`config.mk`:
```
export PLATFORM = sky130hd
export DESIGN_NAME = qdr2_seq
export DESIGN_NICKNAME = d
export VERILOG_FILES = /design/src/rtl/qdr2_seq_pkg.sv /design/src/rtl/qdr2_kgen.sv /design/src/rtl/qdr2_slot_arb.sv /design/src/rtl/qdr2_pin_drv.sv /design/src/rtl/qdr2_rd_capture.sv /design/src/rtl/qdr2_seq.sv
export SDC_FILE = /design/constraint.sdc
export NUM_CORES = 1
export LEC_CHECK = 0
export ABC_AREA = 0
export CAP_MARGIN = 20
export CORE_MARGIN = 2
export CORE_UTILIZATION = 46
export CTS_CLUSTER_DIAMETER = 80
export DETAILED_ROUTE_END_ITERATION = 16
export HOLD_SLACK_MARGIN = 0.08
export PLACE_DENSITY = 0.75
export SLEW_MARGIN = 20
export SYNTH_ARGS = -nofsm -noshare
export SYNTH_HDL_FRONTEND = slang
export SYNTH_SLANG_ARGS = --single-unit
```
`constraint.sdc`:
```
create_clock -name clk2x -period 2.1 [get_ports clk2x]
set_clock_uncertainty 0.1 [all_clocks]
set_input_delay 0.42 -clock clk2x [delete_from_list [all_inputs] [get_ports clk2x]]
set_output_delay 0.42 -clock clk2x [all_outputs]
set_load 0.05 [all_outputs]
```
`src/rtl/qdr2_seq_pkg.sv`:
```
// Shared types for the QDRII command sequencer.
// Assumes: nothing beyond the standard language.
package qdr2_seq_pkg;

    // Kind of command placed in a K-high slot (four-beat mode bookkeeping)
    typedef enum logic [1:0] {
        CMD_IDLE  = 2'd0,
        CMD_READ  = 2'd1,
        CMD_WRITE = 2'd2
    } qcmd_e;

    // Beats per burst for a given burst mode
    function automatic int beats_of(input bit burst4);
        return burst4 ? 4 : 2;
    endfunction

endpackage

```
`src/rtl/qdr2_kgen.sv`:
```
// K/Kn generator and startup timer.
// What it does: runs one phase toggle at the fast clock. K follows the toggle and
// Kn is registered from the toggle's previous value, so Kn is always its inverse.
// A counter holds off command issue for STARTUP cycles after reset.
// Assumes: STARTUP >= 1.
module qdr2_kgen #(
    parameter int STARTUP = 16
) (
    input  logic clk2x,
    input  logic rst_n,
    output logic k_ph,
    output logic kn_ph,
    output logic started
);
    localparam int CW = $clog2(STARTUP + 1);

    logic [CW-1:0] cnt_q;

    // Phase toggle: K high in odd slots after reset, Kn its inverse
    always_ff @(posedge clk2x) begin
        if (!rst_n) begin
            k_ph  <= 1'b0;
            kn_ph <= 1'b1;
        end else begin
            k_ph  <= ~k_ph;
            kn_ph <= k_ph;
        end
    end

    // Startup hold-off counter, saturates at STARTUP
    always_ff @(posedge clk2x) begin
        if (!rst_n) begin
            cnt_q <= '0;
        end else if (cnt_q != CW'(STARTUP)) begin
            cnt_q <= cnt_q + 1'b1;
        end
    end

    assign started = (cnt_q == CW'(STARTUP));

endmodule

```
`src/rtl/qdr2_slot_arb.sv`:
```
// Slot arbiter: decides, at every edge, whether a read or a write may take the next slot.
// Two-beat mode: reads go in K-high slots and writes in K-low slots, so there is never
// a conflict. Four-beat mode: every command uses a K-high slot. A type that used the
// previous K-high slot is refused in the next one. A tie after an idle slot goes to the
// type not granted last.
// Assumes: k_ph is the current slot's K level, so the decision targets the slot after it.
module qdr2_slot_arb
    import qdr2_seq_pkg::*;
#(
    parameter bit BURST4 = 1'b1
) (
    input  logic clk2x,
    input  logic rst_n,
    input  logic k_ph,
    input  logic started,
    input  logic rd_valid,
    input  logic wr_valid,
    output logic rd_ready,
    output logic wr_ready,
    output logic rd_grant,
    output logic wr_grant
);
    generate
        if (BURST4) begin : g_four
            qcmd_e last_q;
            qcmd_e pri_q;
            logic  k_slot_next;

            assign k_slot_next = started && !k_ph;

            // Readiness: port free and tie resolved by priority
            always_comb begin
                rd_ready = k_slot_next && (last_q != CMD_READ) &&
                           (last_q == CMD_WRITE || !wr_valid || pri_q == CMD_READ);
                wr_ready = k_slot_next && (last_q != CMD_WRITE) &&
                           (last_q == CMD_READ || !rd_valid || pri_q == CMD_WRITE);
            end

            // Record what each K-high slot carried and flip priority on a grant
            always_ff @(posedge clk2x) begin
                if (!rst_n) begin
                    last_q <= CMD_IDLE;
                    pri_q  <= CMD_READ;
                end else if (k_slot_next) begin
                    last_q <= rd_grant ? CMD_READ : (wr_grant ? CMD_WRITE : CMD_IDLE);
                    if (rd_grant) pri_q <= CMD_WRITE;
                    else if (wr_grant) pri_q <= CMD_READ;
                end
            end
        end else begin : g_two
            // Readiness: each type owns one phase of every K cycle
            always_comb begin
                rd_ready = started && !k_ph;
                wr_ready = started && k_ph;
            end
        end
    endgenerate

    assign rd_grant = rd_valid && rd_ready;
    assign wr_grant = wr_valid && wr_ready;

endmodule

```
`src/rtl/qdr2_pin_drv.sv`:
```
// Pin driver: registers the shared address, the two select strobes and the write beats.
// What it does: a grant at an edge places the command on the pins for the next slot.
// Write beats leave a shift buffer one per slot, starting in the command slot.
// Assumes: at most one grant per edge.
module qdr2_pin_drv #(
    parameter int ADDR_W = 20,
    parameter int DATA_W = 18,
    parameter int BEATS  = 4
) (
    input  logic                     clk2x,
    input  logic                     rst_n,
    input  logic                     rd_grant,
    input  logic                     wr_grant,
    input  logic [ADDR_W-1:0]        rd_addr,
    input  logic [ADDR_W-1:0]        wr_addr,
    input  logic [BEATS*DATA_W-1:0]  wr_data,
    output logic [ADDR_W-1:0]        pin_addr,
    output logic                     pin_rd_n,
    output logic                     pin_wr_n,
    output logic [DATA_W-1:0]        pin_d
);
    localparam int BW = BEATS * DATA_W;

    logic [BW-1:0] wbuf_q;

    // Strobes and shared address for the next slot
    always_ff @(posedge clk2x) begin
        if (!rst_n) begin
            pin_rd_n <= 1'b1;
            pin_wr_n <= 1'b1;
            pin_addr <= '0;
        end else begin
            pin_rd_n <= !rd_grant;
            pin_wr_n <= !wr_grant;
            if (rd_grant)      pin_addr <= rd_addr;
            else if (wr_grant) pin_addr <= wr_addr;
        end
    end

    // Write beat serializer, lowest beat first
    always_ff @(posedge clk2x) begin
        if (!rst_n) begin
            pin_d  <= '0;
            wbuf_q <= '0;
        end else if (wr_grant) begin
            pin_d  <= wr_data[DATA_W-1:0];
            wbuf_q <= wr_data >> DATA_W;
        end else begin
            pin_d  <= wbuf_q[DATA_W-1:0];
            wbuf_q <= wbuf_q >> DATA_W;
        end
    end

endmodule

```
`src/rtl/qdr2_rd_capture.sv`:
```
// Read capture: delays each read's marker and tag by the read latency, then
// collects BEATS consecutive beats from the read-data port. When the last beat
// arrives it returns the whole burst, with its tag, as a one-cycle pulse.
// Assumes: RD_LAT >= 1 and read commands at least BEATS slots apart.
module qdr2_rd_capture #(
    parameter int DATA_W = 18,
    parameter int TAG_W  = 4,
    parameter int BEATS  = 4,
    parameter int RD_LAT = 2
) (
    input  logic                     clk2x,
    input  logic                     rst_n,
    input  logic                     rd_grant,
    input  logic [TAG_W-1:0]         rd_tag,
    input  logic [DATA_W-1:0]        pin_q,
    output logic                     rsp_valid,
    output logic [TAG_W-1:0]         rsp_tag,
    output logic [BEATS*DATA_W-1:0]  rsp_data
);
    localparam int LAT_SLOTS = 2 * RD_LAT;
    localparam int BW        = BEATS * DATA_W;
    localparam int CNT_W     = $clog2(BEATS);

    logic                  iss_v;
    logic [TAG_W-1:0]      iss_tag;
    logic [LAT_SLOTS-1:0]  pv_q;
    logic [TAG_W-1:0]      pt_q [LAT_SLOTS];
    logic [CNT_W-1:0]      bcnt_q;
    logic [TAG_W-1:0]      ctag_q;
    logic [BW-1:0]         acc_q;
    logic                  start_w;
    logic                  last_w;

    assign start_w = pv_q[LAT_SLOTS-1];
    assign last_w  = !start_w && (bcnt_q == CNT_W'(BEATS - 1));

    // Marker aligned with the slot that carries the read command on the pins
    always_ff @(posedge clk2x) begin
        if (!rst_n) begin
            iss_v   <= 1'b0;
            iss_tag <= '0;
        end else begin
            iss_v   <= rd_grant;
            iss_tag <= rd_tag;
        end
    end

    // Latency delay line, one stage per slot
    always_ff @(posedge clk2x) begin
        if (!rst_n) begin
            pv_q <= '0;
            for (int i = 0; i < LAT_SLOTS; i++) pt_q[i] <= '0;
        end else begin
            pv_q    <= {pv_q[LAT_SLOTS-2:0], iss_v};
            pt_q[0] <= iss_tag;
            for (int i = 1; i < LAT_SLOTS; i++) pt_q[i] <= pt_q[i-1];
        end
    end

    // Beat collector: shifts every slot, counts the beats of the active burst
    always_ff @(posedge clk2x) begin
        if (!rst_n) begin
            acc_q  <= '0;
            bcnt_q <= '0;
            ctag_q <= '0;
        end else begin
            acc_q <= {pin_q, acc_q[BW-1:DATA_W]};
            if (start_w) begin
                bcnt_q <= CNT_W'(1);
                ctag_q <= pt_q[LAT_SLOTS-1];
            end else if (last_w) begin
                bcnt_q <= '0;
            end else if (bcnt_q != '0) begin
                bcnt_q <= bcnt_q + 1'b1;
            end
        end
    end

    // Response register, loaded with the full burst on its last beat
    always_ff @(posedge clk2x) begin
        if (!rst_n) begin
            rsp_valid <= 1'b0;
            rsp_tag   <= '0;
            rsp_data  <= '0;
        end else begin
            rsp_valid <= last_w;
            if (last_w) begin
                rsp_tag  <= ctag_q;
                rsp_data <= {pin_q, acc_q[BW-1:DATA_W]};
            end
        end
    end

endmodule

```
`src/rtl/qdr2_seq.sv`:
```
// QDRII command sequencer, top level.
// What it does: accepts read and write requests through two handshakes and places
// them into legal slots on the shared address bus. It generates K/Kn and holds C/Cn
// high. It returns read bursts in command order.
// Assumes: clk2x runs at twice the K rate. The pad layer recentres the registered
// outputs onto the K edges. STARTUP >= 1 and RD_LAT >= 1.
module qdr2_seq
    import qdr2_seq_pkg::*;
#(
    parameter int ADDR_W  = 20,
    parameter int DATA_W  = 18,
    parameter int TAG_W   = 4,
    parameter int RD_LAT  = 2,
    parameter int STARTUP = 16,
    parameter bit BURST4  = 1'b1
) (
    input  logic                                  clk2x,
    input  logic                                  rst_n,
    input  logic                                  rd_valid,
    output logic                                  rd_ready,
    input  logic [ADDR_W-1:0]                     rd_addr,
    input  logic [TAG_W-1:0]                      rd_tag,
    input  logic                                  wr_valid,
    output logic                                  wr_ready,
    input  logic [ADDR_W-1:0]                     wr_addr,
    input  logic [(BURST4 ? 4 : 2)*DATA_W-1:0]    wr_data,
    output logic                                  rsp_valid,
    output logic [TAG_W-1:0]                      rsp_tag,
    output logic [(BURST4 ? 4 : 2)*DATA_W-1:0]    rsp_data,
    output logic                                  sram_k,
    output logic                                  sram_kn,
    output logic                                  sram_c,
    output logic                                  sram_cn,
    output logic [ADDR_W-1:0]                     sram_addr,
    output logic                                  sram_rd_n,
    output logic                                  sram_wr_n,
    output logic [DATA_W-1:0]                     sram_d,
    input  logic [DATA_W-1:0]                     sram_q
);
    localparam int BEATS = beats_of(BURST4);

    logic k_ph;
    logic started;
    logic rd_grant;
    logic wr_grant;

    qdr2_kgen #(.STARTUP(STARTUP)) u_kgen (
        .clk2x   (clk2x),
        .rst_n   (rst_n),
        .k_ph    (k_ph),
        .kn_ph   (sram_kn),
        .started (started)
    );

    qdr2_slot_arb #(.BURST4(BURST4)) u_arb (
        .clk2x    (clk2x),
        .rst_n    (rst_n),
        .k_ph     (k_ph),
        .started  (started),
        .rd_valid (rd_valid),
        .wr_valid (wr_valid),
        .rd_ready (rd_ready),
        .wr_ready (wr_ready),
        .rd_grant (rd_grant),
        .wr_grant (wr_grant)
    );

    qdr2_pin_drv #(.ADDR_W(ADDR_W), .DATA_W(DATA_W), .BEATS(BEATS)) u_pins (
        .clk2x    (clk2x),
        .rst_n    (rst_n),
        .rd_grant (rd_grant),
        .wr_grant (wr_grant),
        .rd_addr  (rd_addr),
        .wr_addr  (wr_addr),
        .wr_data  (wr_data),
        .pin_addr (sram_addr),
        .pin_rd_n (sram_rd_n),
        .pin_wr_n (sram_wr_n),
        .pin_d    (sram_d)
    );

    qdr2_rd_capture #(.DATA_W(DATA_W), .TAG_W(TAG_W), .BEATS(BEATS), .RD_LAT(RD_LAT)) u_cap (
        .clk2x     (clk2x),
        .rst_n     (rst_n),
        .rd_grant  (rd_grant),
        .rd_tag    (rd_tag),
        .pin_q     (sram_q),
        .rsp_valid (rsp_valid),
        .rsp_tag   (rsp_tag),
        .rsp_data  (rsp_data)
    );

    assign sram_k  = k_ph;
    assign sram_c  = 1'b1;
    assign sram_cn = 1'b1;

endmodule

```
[Word-level counts from Yosys, hierarchy flattened]
Memories as Yosys holds them, arrays and structs flattened. A register that Yosys moved wholly into a read port is not among the register bits.
Cells that the tools add are included.
Word-level totals
  output and inout bits: 123
  bits in latches: 0
  ROM bits: 0
  word-level logic and storage cells: 78
  memories: 1
  register bits: 283
  bits of input ports: 138
  RAM bits: 16
Cells by class
  multipliers: 0
  equal/unequal tests: 9
  reductions and logical operators: 24
  multiplexer cells: 17
  shifts and indexed selects: 0
  order comparisons: 0
  divide/modulo/power cells: 0
  $add $sub $neg: 2
  bitwise logic cells: 6
Memory list
  u_cap.pt_q: depth 4, width 4, rd ports 4, clocked after Yosys merged registers in 1, wr ports 4, line qdr2_rd_capture.sv:27  | logic [TAG_W-1:0] pt_q [LAT_SLOTS];
Operators with widths (count)
  $mux 54: 1
  $mux 20: 2
  $mux 18: 1
  $mux 4: 4
  $logic_and 1x1->1: 8
  $mux 2: 4
  $logic_not 1->1: 7
  $eq 2x2->1 const B: 3
  $add 5x1->5 const B: 1
  $eq 5x5->1 const B: 1
  $mux 1: 5
  $ne 5x5->1 const B: 1
  $eq 2x1->1 const B: 2
  $logic_or 1x1->1: 4
  $or 1x1->1: 4
  $reduce_bool 2->1: 2
  $reduce_bool 3->1: 1
  $reduce_or 3->1: 1
  $add 2x1->2 const B: 1
  $ne 2x1->1 const B: 1
  $ne 2x2->1 const B: 1
  $not 1->1: 2
  $reduce_and 2->1: 1

[Logic depth before layout (Yosys ltp)]
Gate-level depths: netlist (run 1).
  depth in word-level cells: 7
  gate-level depth with buffers: 9
  gate-level depth less buffers: 7

[Modules after synthesis]
Synthesis (run 1) repeated with hierarchy kept, for this count alone.
Second synthesis, totals
  cells, all modules: 897
  area, all modules: 9469.1 µm²
Modules (own cells, without submodules)
  qdr2_rd_capture: cells each 525, times used 1, area each 5247.5 µm², sequential area each 3243.1 µm²
  qdr2_pin_drv: cells each 306, times used 1, area each 3641.0 µm², sequential area each 1881.8 µm²
  qdr2_kgen: cells each 32, times used 1, area each 309.0 µm², sequential area each 140.1 µm²
  qdr2_slot_arb: cells each 31, times used 1, area each 252.7 µm², sequential area each 80.1 µm²
  qdr2_seq: cells each 3, times used 1, area each 18.8 µm², sequential area each 0.0 µm²

[Worst setup path before layout (run 1)]
Ideal clock, no wire load.
  path type: register to output
  start: reg u_kgen.cnt_q[0]
  end: out rd_ready
  setup slack: 8 ps
  stages on the path, launching flop included: 6
  data required time: 1580 ps
  path buffers: 0
  data arrival time: 1572 ps
  cells stage by stage: dfxtp_1 > inv_1 > ha_1 > and4bb_4 > nand2b_1 > nor2_1
On the way
  longest elaborated chain between the ends: 4
RTL lines
  from (decl): line qdr2_kgen.sv:17  | logic [CW-1:0] cnt_q;
  from (signal assigned): line qdr2_kgen.sv:35  | cnt_q <= cnt_q + 1'b1;
  $eq 5x5->1: line qdr2_kgen.sv:39  | assign started = (cnt_q == CW'(STARTUP));
  $logic_and 1x1->1: line qdr2_slot_arb.sv:29  | assign k_slot_next = started && !k_ph;
  $logic_and 1x1->1 (2 in series): line qdr2_slot_arb.sv:33  | rd_ready = k_slot_next && (last_q != CMD_READ) &&
  to (decl): line qdr2_seq.sv:20  | output logic rd_ready,
Every way passes these cells.

[Worst setup path in the final report (run 1)]
  start: reg u_arb.g_four.pri_q[1]
  end: out rd_ready
On the way
  longest elaborated chain between the ends: 3
RTL lines
  from (decl): line qdr2_slot_arb.sv:26  | qcmd_e pri_q;
  from (signal assigned): line qdr2_slot_arb.sv:43  | pri_q <= CMD_READ;
  from (signal assigned): line qdr2_slot_arb.sv:46  | if (rd_grant) pri_q <= CMD_WRITE;
  from (signal assigned): line qdr2_slot_arb.sv:47  | else if (wr_grant) pri_q <= CMD_READ;
  $eq 2x1->1: line qdr2_slot_arb.sv:34  | (last_q == CMD_WRITE || !wr_valid || pri_q == CMD_READ);
  $logic_or 1x1->1: line qdr2_slot_arb.sv:34
  $logic_and 1x1->1: line qdr2_slot_arb.sv:33
Every way passes these cells.

==> flow_summary.json, run 1 <==
{
  "synthCells": 795,
  "place_area_sq_mm": 0.0113,
  "violations": "negative setup slack",
  "area_delta_synth_final_pct": 43.5,
  "dr.first_iter.drc_count": 331,
  "reg2reg_from": "u_kgen.cnt_q[0]$_SDFFE_PN0P_",
  "cts-root-buf": "clkbuf_16",
  "hold_ws_ps": 207,
  "grt_pass1_vias": 6164,
  "p_seq_share_pct": 50.7,
  "combPwrFrac_pct": 4.9,
  "drv_cap": 0,
  "yosysWarnings": 0,
  "worst_pin_slew_ps": 655,
  "cellInternalPower_mw": 8.13,
  "avgRoutedWirePerCell_um": 15.9,
  "reg2reg_depth": 8,
  "cts_hold_buf": 0,
  "dpl.cell_count": 1246,
  "drc": 0,
  "clock_path_buffers": 3,
  "die_h_um": 139,
  "num_vias": 6433,
  "slew_violations": 0,
  "grt.total_usage_pct": 20.2,
  "min_path_type": "in2reg",
  "power.net_switching_mw": 2.07,
  "finish.net_count": 1192,
  "critPathArrivalTime_ps": 1670,
  "instances_no_fill": 1297,
  "criticalPathCategory": "reg2out",
  "rsz0062_at_grt": "true",
  "final.period_utilization_pct": 104,
  "synth_seq_cells": 267,
  "tns_ps": -162,
  "drt-vias-per-instance": 4.96,
  "dr.pass1.iters": 4,
  "r2r-end": "u_pins.pin_addr[0]$_SDFFE_PN0P_",
  "insertion_delay_ps": 510,
  "drtAntennaViolNets": 0,
  "rows": 49,
  "hold_violations": 0,
  "total_power_mw": 10.2,
  "gp_congestion": 0.845,
  "ios": 261,
  "cp-start-kind": "flop",
  "critPathRequiredTime_ps": 1580,
  "cts_tree": "built",
  "syn_area_per_cell_sq_um": 10.6,
  "start_util_pct": 46.9,
  "critPathCaptureType": "primary output",
  "final_core_util_pct": 67.2,
  "crit_end": "rd_ready",
  "antenna_found_initial": 0,
  "place_ws_ps": -7.25,
  "grt_pass1_wl_mm": 32.4,
  "cts-htree-levels": 1,
  "p_sw_share_pct": 20.3,
  "layout_common_cells": "dfxtp_1 (264), clkdlybuf4s50_1 (136), nand2_1 (132)",
  "antennaDiodeCount": 0,
  "drt_wl_total_mm": 20.6,
  "io_buffers": 258,
  "postLayoutCellArea_sq_mm": 0.0121,
  "worst-path-max-fanout": 3,
  "drive_gt1_share_pct": 10.7,
  "timing.final.ws_setup_ps": -89.2,
  "cts_made_buffers": 26,
  "clk_pin_slew_ps": 60,
  "p_leak_nw": 5.16,
  "gr-total-overflow": 0,
  "p_clk_share_pct": 44.4,
  "ir_worst_vdd_mv": 0.662,
  "setup_viol": 2,
  "max_slew_margin_pct": 56.3,
  "final_common_cell": "dfxtp_1",
  "fmax_mhz": 457,
  "pwr_density_cell_mw_per_mm2": 845,
  "post-dp-hpwl_mm": 13.6,
  "synthDistinctLibCells": 36,
  "die_area_sq_mm": 0.0194,
  "grt_max_degree": 88,
  "synthesis.area_sq_mm": 0.00842,
  "fp.dieW_um": 139,
  "startpoint": "u_arb.g_four.pri_q[1]$_SDFFE_PN0P_",
  "core_region_area_sq_mm": 0.0180,
  "status": "finished, violations left",
  "rrSetupSlack_ps": 150,
  "clock-sinks": 267,
  "ys_seq_area_share_pct": 63.5,
  "post-route-min-period_ps": 2190
}
==> kinds of logic after synthesis <==
kind of cell	Yosys count	share of synthesized area, %
AND/OR/NAND/NOR	259	15.2
adder cells (fa/ha/maj)	4	0.594
XOR/XNOR	4	0.416
other	1	0.0445
AO/OA/AOI/OAI	182	15.4
multiplexers	5	0.594
flip-flops	267	63.5
buffers and inverters	73	4.35
==> worst min-delay path by stage <==
stage | startpoint | endpoint | slack (ps) | cells after the start
6_report | rst_n | u_cap.rsp_valid$_SDFF_PN0_ | 210 | 3
5_1_grt | rst_n | u_cap.rsp_valid$_SDFF_PN0_ | 200 | 3
4_1_cts | rst_n | u_cap.rsp_valid$_SDFF_PN0_ | 200 | 3
3_5_place_dp | u_cap.pt_q[0][3]$_SDFF_PN0_ | u_cap.pt_q[1][3]$_SDFF_PN0_ | 320 | 1
3_3_place_gp | u_cap.pt_q[1][1]$_SDFF_PN0_ | u_cap.pt_q[2][1]$_SDFF_PN0_ | 310 | 1
2_1_floorplan | u_cap.iss_tag[0]$_SDFF_PN0_ | u_cap.pt_q[0][0]$_SDFF_PN0_ | 310 | 1
==> critical path, stage by stage, from the launching register on <==
cell	delay, ps
dfxtp_1	350
nand2b_1	200
a31oi_2	240
nor2_2	90
nor2_4	130
buf_12	140
==> flip-flops by register name, indices dropped and copies added (netlist names), 2 cells and up <==
name / count
u_cap.ctag_q: 4
u_kgen.cnt_q: 5
u_cap.acc_q: 54
u_pins.pin_d: 18
u_pins.wbuf_q: 54
u_cap.iss_tag: 4
u_cap.bcnt_q: 2
u_pins.pin_addr: 20
u_cap.rsp_tag: 4
u_cap.pv_q: 4
u_cap.pt_q: 16
u_arb.g_four.pri_q: 2
u_arb.g_four.last_q: 2
u_cap.rsp_data: 72
==> synthesized netlist by cell type (all sizes together) <==
| library cell | count | share of area, % |
|---|---|---|
| a31oi | 1 | 0.074 |
| conb | 1 | 0.045 |
| nand4 | 1 | 0.074 |
| nor4 | 1 | 0.074 |
| o21ai | 1 | 0.10 |
| and4bb | 1 | 0.19 |
| a21oi | 62 | 3.7 |
| xor2 | 2 | 0.21 |
| o22ai | 19 | 1.4 |
| nand4bb | 1 | 0.13 |
| nand2 | 132 | 5.9 |
| inv | 10 | 0.45 |
| o221ai | 1 | 0.10 |
| clkbuf | 33 | 1.5 |
| nand2b | 4 | 0.30 |
| o21ba | 1 | 0.19 |
| a22oi | 20 | 1.8 |
| and2 | 79 | 5.9 |
| xnor2 | 2 | 0.21 |
| buf | 29 | 2.4 |
| nand3 | 2 | 0.12 |
| and3 | 19 | 1.4 |
| o211ai | 1 | 0.089 |
| clkinv | 1 | 0.045 |
| dfxtp | 267 | 63 |
| ha | 4 | 0.59 |
| nor2 | 13 | 0.58 |
| mux2i | 5 | 0.59 |
| nand3b | 2 | 0.22 |
| and4 | 1 | 0.10 |
| nor3 | 2 | 0.12 |
| a22o | 76 | 7.9 |
| or3 | 1 | 0.074 |
==> power groups by stage <==
stage | logic, mW | registers [mW] | clock network [mW]
CTS | 0.501 | 5.17 | 4.61
finish | 0.501 | 5.17 | 4.53
global placement | 0.484 | 5.28 | 0
detailed placement | 0.487 | 5.28 | 0
floorplan | 0.163 | 5.28 | 0
global route | 0.543 | 5.17 | 4.85
==> routing by layer <==
layer | GRT usage [%] | vias up | part of all wire, %
met5 | 0 | - | 0
met4 | 5.90 | 0 | 2.4
met3 | 3.85 | 32 | 5.3
met2 | 34.3 | 177 | 48
met1 | 26.5 | 3015 | 44
li1 | - | 3209 | -
==> timing repair <==
| item | in CTS | in global routing |
|---|---|---|
| gates resized for setup | 110 | 4 |
| pin swaps | 3 | 2 |
| gates cloned | 0 | 0 |
| endpoints found under the setup margin | 101 | 2 |
| setup buffers | 5 | 0 |
==> cell type report <==
type	instances	area (sq um)
clock buffer	36	739
clock inverter	10	100
fill	1451	5890
inverter	11	41.3
multi-input combinational	456	2770
sequential	267	5350
tap	229	287
timing repair buffer	288	2790
(Power assumes the default switching activity.)
==> run 2, diff against run 1 <==
--- a/config.mk
+++ b/config.mk
@@ -8,11 +8,12 @@
 export ABC_AREA = 0
 export CAP_MARGIN = 20
 export CORE_MARGIN = 2
-export CORE_UTILIZATION = 46
+export CORE_UTILIZATION = 60
 export CTS_CLUSTER_DIAMETER = 80
 export DETAILED_ROUTE_END_ITERATION = 16
+export DONT_BUFFER_PORTS = 1
 export HOLD_SLACK_MARGIN = 0.08
-export PLACE_DENSITY = 0.75
+export PLACE_DENSITY = 0.72
 export SLEW_MARGIN = 20
 export SYNTH_ARGS = -nofsm -noshare
 export SYNTH_HDL_FRONTEND = slang
==> run 2 against run 1 <==
  * First-iteration DRC count is 91% higher
  * Clock-buffer cell count stayed put
  * Worst hold slack worse by 38 ps
  * Non-clock buffer count is 132 lower
  * Cell area is 10% lower
  * Combinational power is 6.4% lower
  * Register-to-register slack worse by 130 ps
  * Critical path type unchanged
  * Wire length is 11% higher
  * Largest cell class unchanged
  * The flow still finishes with violations (negative setup slack)
  * Sequential power hardly changed
  * Largest power group unchanged
  * Cell count is 14% lower
  * Flip-flop and latch count stayed put
==> flow_summary.json, run 2 (synthesized netlist as in run 1, its figures left out) <==
{
  "drt_wl_total_mm": 22.8,
  "grt_max_degree": 120,
  "rows": 43,
  "cts-root-buf": "clkbuf_16",
  "critPathCaptureType": "primary output",
  "num_vias": 6493,
  "layout_common_cells": "dfxtp_1 (265), dlygate4sd3_1 (135), nand2_1 (132)",
  "post-route-min-period_ps": 2330,
  "grt.total_usage_pct": 28.5,
  "io_buffers": 0,
  "rsz0062_at_grt": "true",
  "seqCellArea_sq_mm": 0.00535,
  "ios": 261,
  "cts_tree": "built",
  "post-dp-hpwl_mm": 10.9,
  "die_area_sq_mm": 0.0150,
  "min_path_type": "in2reg",
  "drt-vias-per-instance": 5.82,
  "rrSetupSlack_ps": 20,
  "grt_pass1_wl_mm": 33.6,
  "largest_reg_flops": 72,
  "max_slew_margin_pct": 62.2,
  "dr.first_iter.drc_count": 631,
  "drv_cap": 0,
  "worst_pin_slew_ps": 567,
  "gp_congestion": 0.769,
  "final.period_utilization_pct": 111,
  "dr.pass1.iters": 5,
  "setup_viol": 2,
  "nFillCells": 818,
  "core_region_area_sq_mm": 0.0138,
  "drtAntennaViolNets": 0,
  "critPathRequiredTime_ps": 1580,
  "drive_gt1_share_pct": 8.78,
  "clock-sinks": 267,
  "hold_violations": 0,
  "timing.final.ws_setup_ps": -232,
  "critPathArrivalTime_ps": 1810,
  "clk_pin_slew_ps": 60,
  "top_register": "u_cap.rsp_data",
  "reg2reg_depth": 8,
  "start_util_pct": 61.1,
  "cp-start-kind": "flop",
  "grt_pass1_vias": 6533,
  "clock_path_buffers": 3,
  "p_leak_nw": 4.22,
  "reg2reg_from": "u_kgen.cnt_q[0]$_SDFFE_PN0P_",
  "dpl.cell_count": 925,
  "r2r-end": "u_pins.pin_addr[9]$_SDFFE_PN0P_",
  "die_h_um": 122,
  "avgRoutedWirePerCell_um": 20.4,
  "instances_no_fill": 1116,
  "ir_worst_vdd_mv": 0.706,
  "cts_made_buffers": 25,
  "multi_input_area_sq_mm": 0.00279,
  "criticalPathCategory": "reg2out",
  "drc": 0,
  "fmax_mhz": 429,
  "pwr_density_cell_mw_per_mm2": 929,
  "status": "finished, violations left",
  "finish.net_count": 1059,
  "gr-total-overflow": 0,
  "area_delta_synth_final_pct": 29.0,
  "startpoint": "u_arb.g_four.last_q[0]$_SDFFE_PN0P_",
  "fp.dieW_um": 122,
  "antenna_found_initial": 1,
  "final_common_cell": "dfxtp_1",
  "violations": "negative setup slack",
  "insertion_delay_ps": 510,
  "crit_end": "wr_ready",
  "tns_ps": -346,
  "largestRegisters": "u_cap.rsp_data x72, u_cap.acc_q x54, u_pins.wbuf_q x54",
  "worst-path-max-fanout": 4,
  "slew_violations": 0,
  "cts-htree-levels": 1,
  "total_power_mw": 10.1
}
-- run 2: cell types whose count changed in the layout (fill, tap and decap cells not counted), moves of 5 or more --
cell | previous run | this run
clkdlybuf4s50_1 | 136 | 0
clkbuf_8 | 3 | 8
dlygate4sd3_1 | 0 | 135
dlygate4sd2_1 | 99 | 0
buf_4 | 40 | 11
buf_12 | 13 | 6
-- run 2: power by group --
| group | switching [mW] | total [mW] | internal (mW) | leakage, nW |
|---|---|---|---|---|
| Combinational | 0.209 | 0.469 | 0.260 | 1.64 |
| Sequential | 0.0459 | 5.18 | 5.13 | 2.16 |
| Clock | 1.86 | 4.44 | 2.59 | 0.408 |
-- run 2: final cells by class --
class,count,share of cell area (%)
multi-input combinational,456,25.7
inverter,11,0.380
timing repair buffer,156,15.0
clock buffer,36,6.88
tap,180,2.07
antenna,2,0.0461
sequential,267,49.2
clock inverter,8,0.656
-- run 2: worst min path at each step --
stage | from | to | slack, ps | depth (start not counted)
floorplan | u_cap.iss_tag[0]$_SDFF_PN0_ | u_cap.pt_q[0][0]$_SDFF_PN0_ | 310 | 1
global placement | u_cap.pt_q[0][0]$_SDFF_PN0_ | u_cap.pt_q[1][0]$_SDFF_PN0_ | 310 | 1
detailed placement | u_cap.iss_tag[3]$_SDFF_PN0_ | u_cap.pt_q[0][3]$_SDFF_PN0_ | 320 | 1
CTS | rst_n | u_pins.pin_wr_n$_SDFF_PN1_ | 160 | 2
global route | rst_n | u_pins.pin_wr_n$_SDFF_PN1_ | 190 | 2
finish | rst_n | u_pins.pin_wr_n$_SDFF_PN1_ | 170 | 2
-- run 2: through the flow --
stage	instance area, sq um	utilization, %	worst slack (ps)	hold slack, ps
finish	10900	78.9	-232	169
detailed placement	8480	61.6	45.6	318
floorplan	8420	-	7.56	312
CTS	10800	78.3	-89.2	160
global route	10900	78.9	-331	185
global placement	8480	61.6	159	314
-- run 2: what timing repair did --
item                                   4_1_cts  5_1_grt
pin swaps                                    3        0
cloned                                       0        1
hold buffers                               136        0
gates resized for setup                     14        9
setup buffers                                7        1
setup endpoints to repair                    2       24
endpoints found under the hold margin      196        0
-- run 2: per-layer routing --
layer	track usage (%)	vias to the layer above	part of all wire, %
met5	0	-	0
met4	11.8	0	3.7
met3	6.37	84	7.3
met2	50.5	365	51
met1	33.1	3107	38
li1	-	2937	-
-- run 2: worst max-delay path: stages, from the launching register on --
cell     delay (ps)
dfxtp_1         430
inv_1           120
a21oi_1         350
and3_4          260
buf_8           140
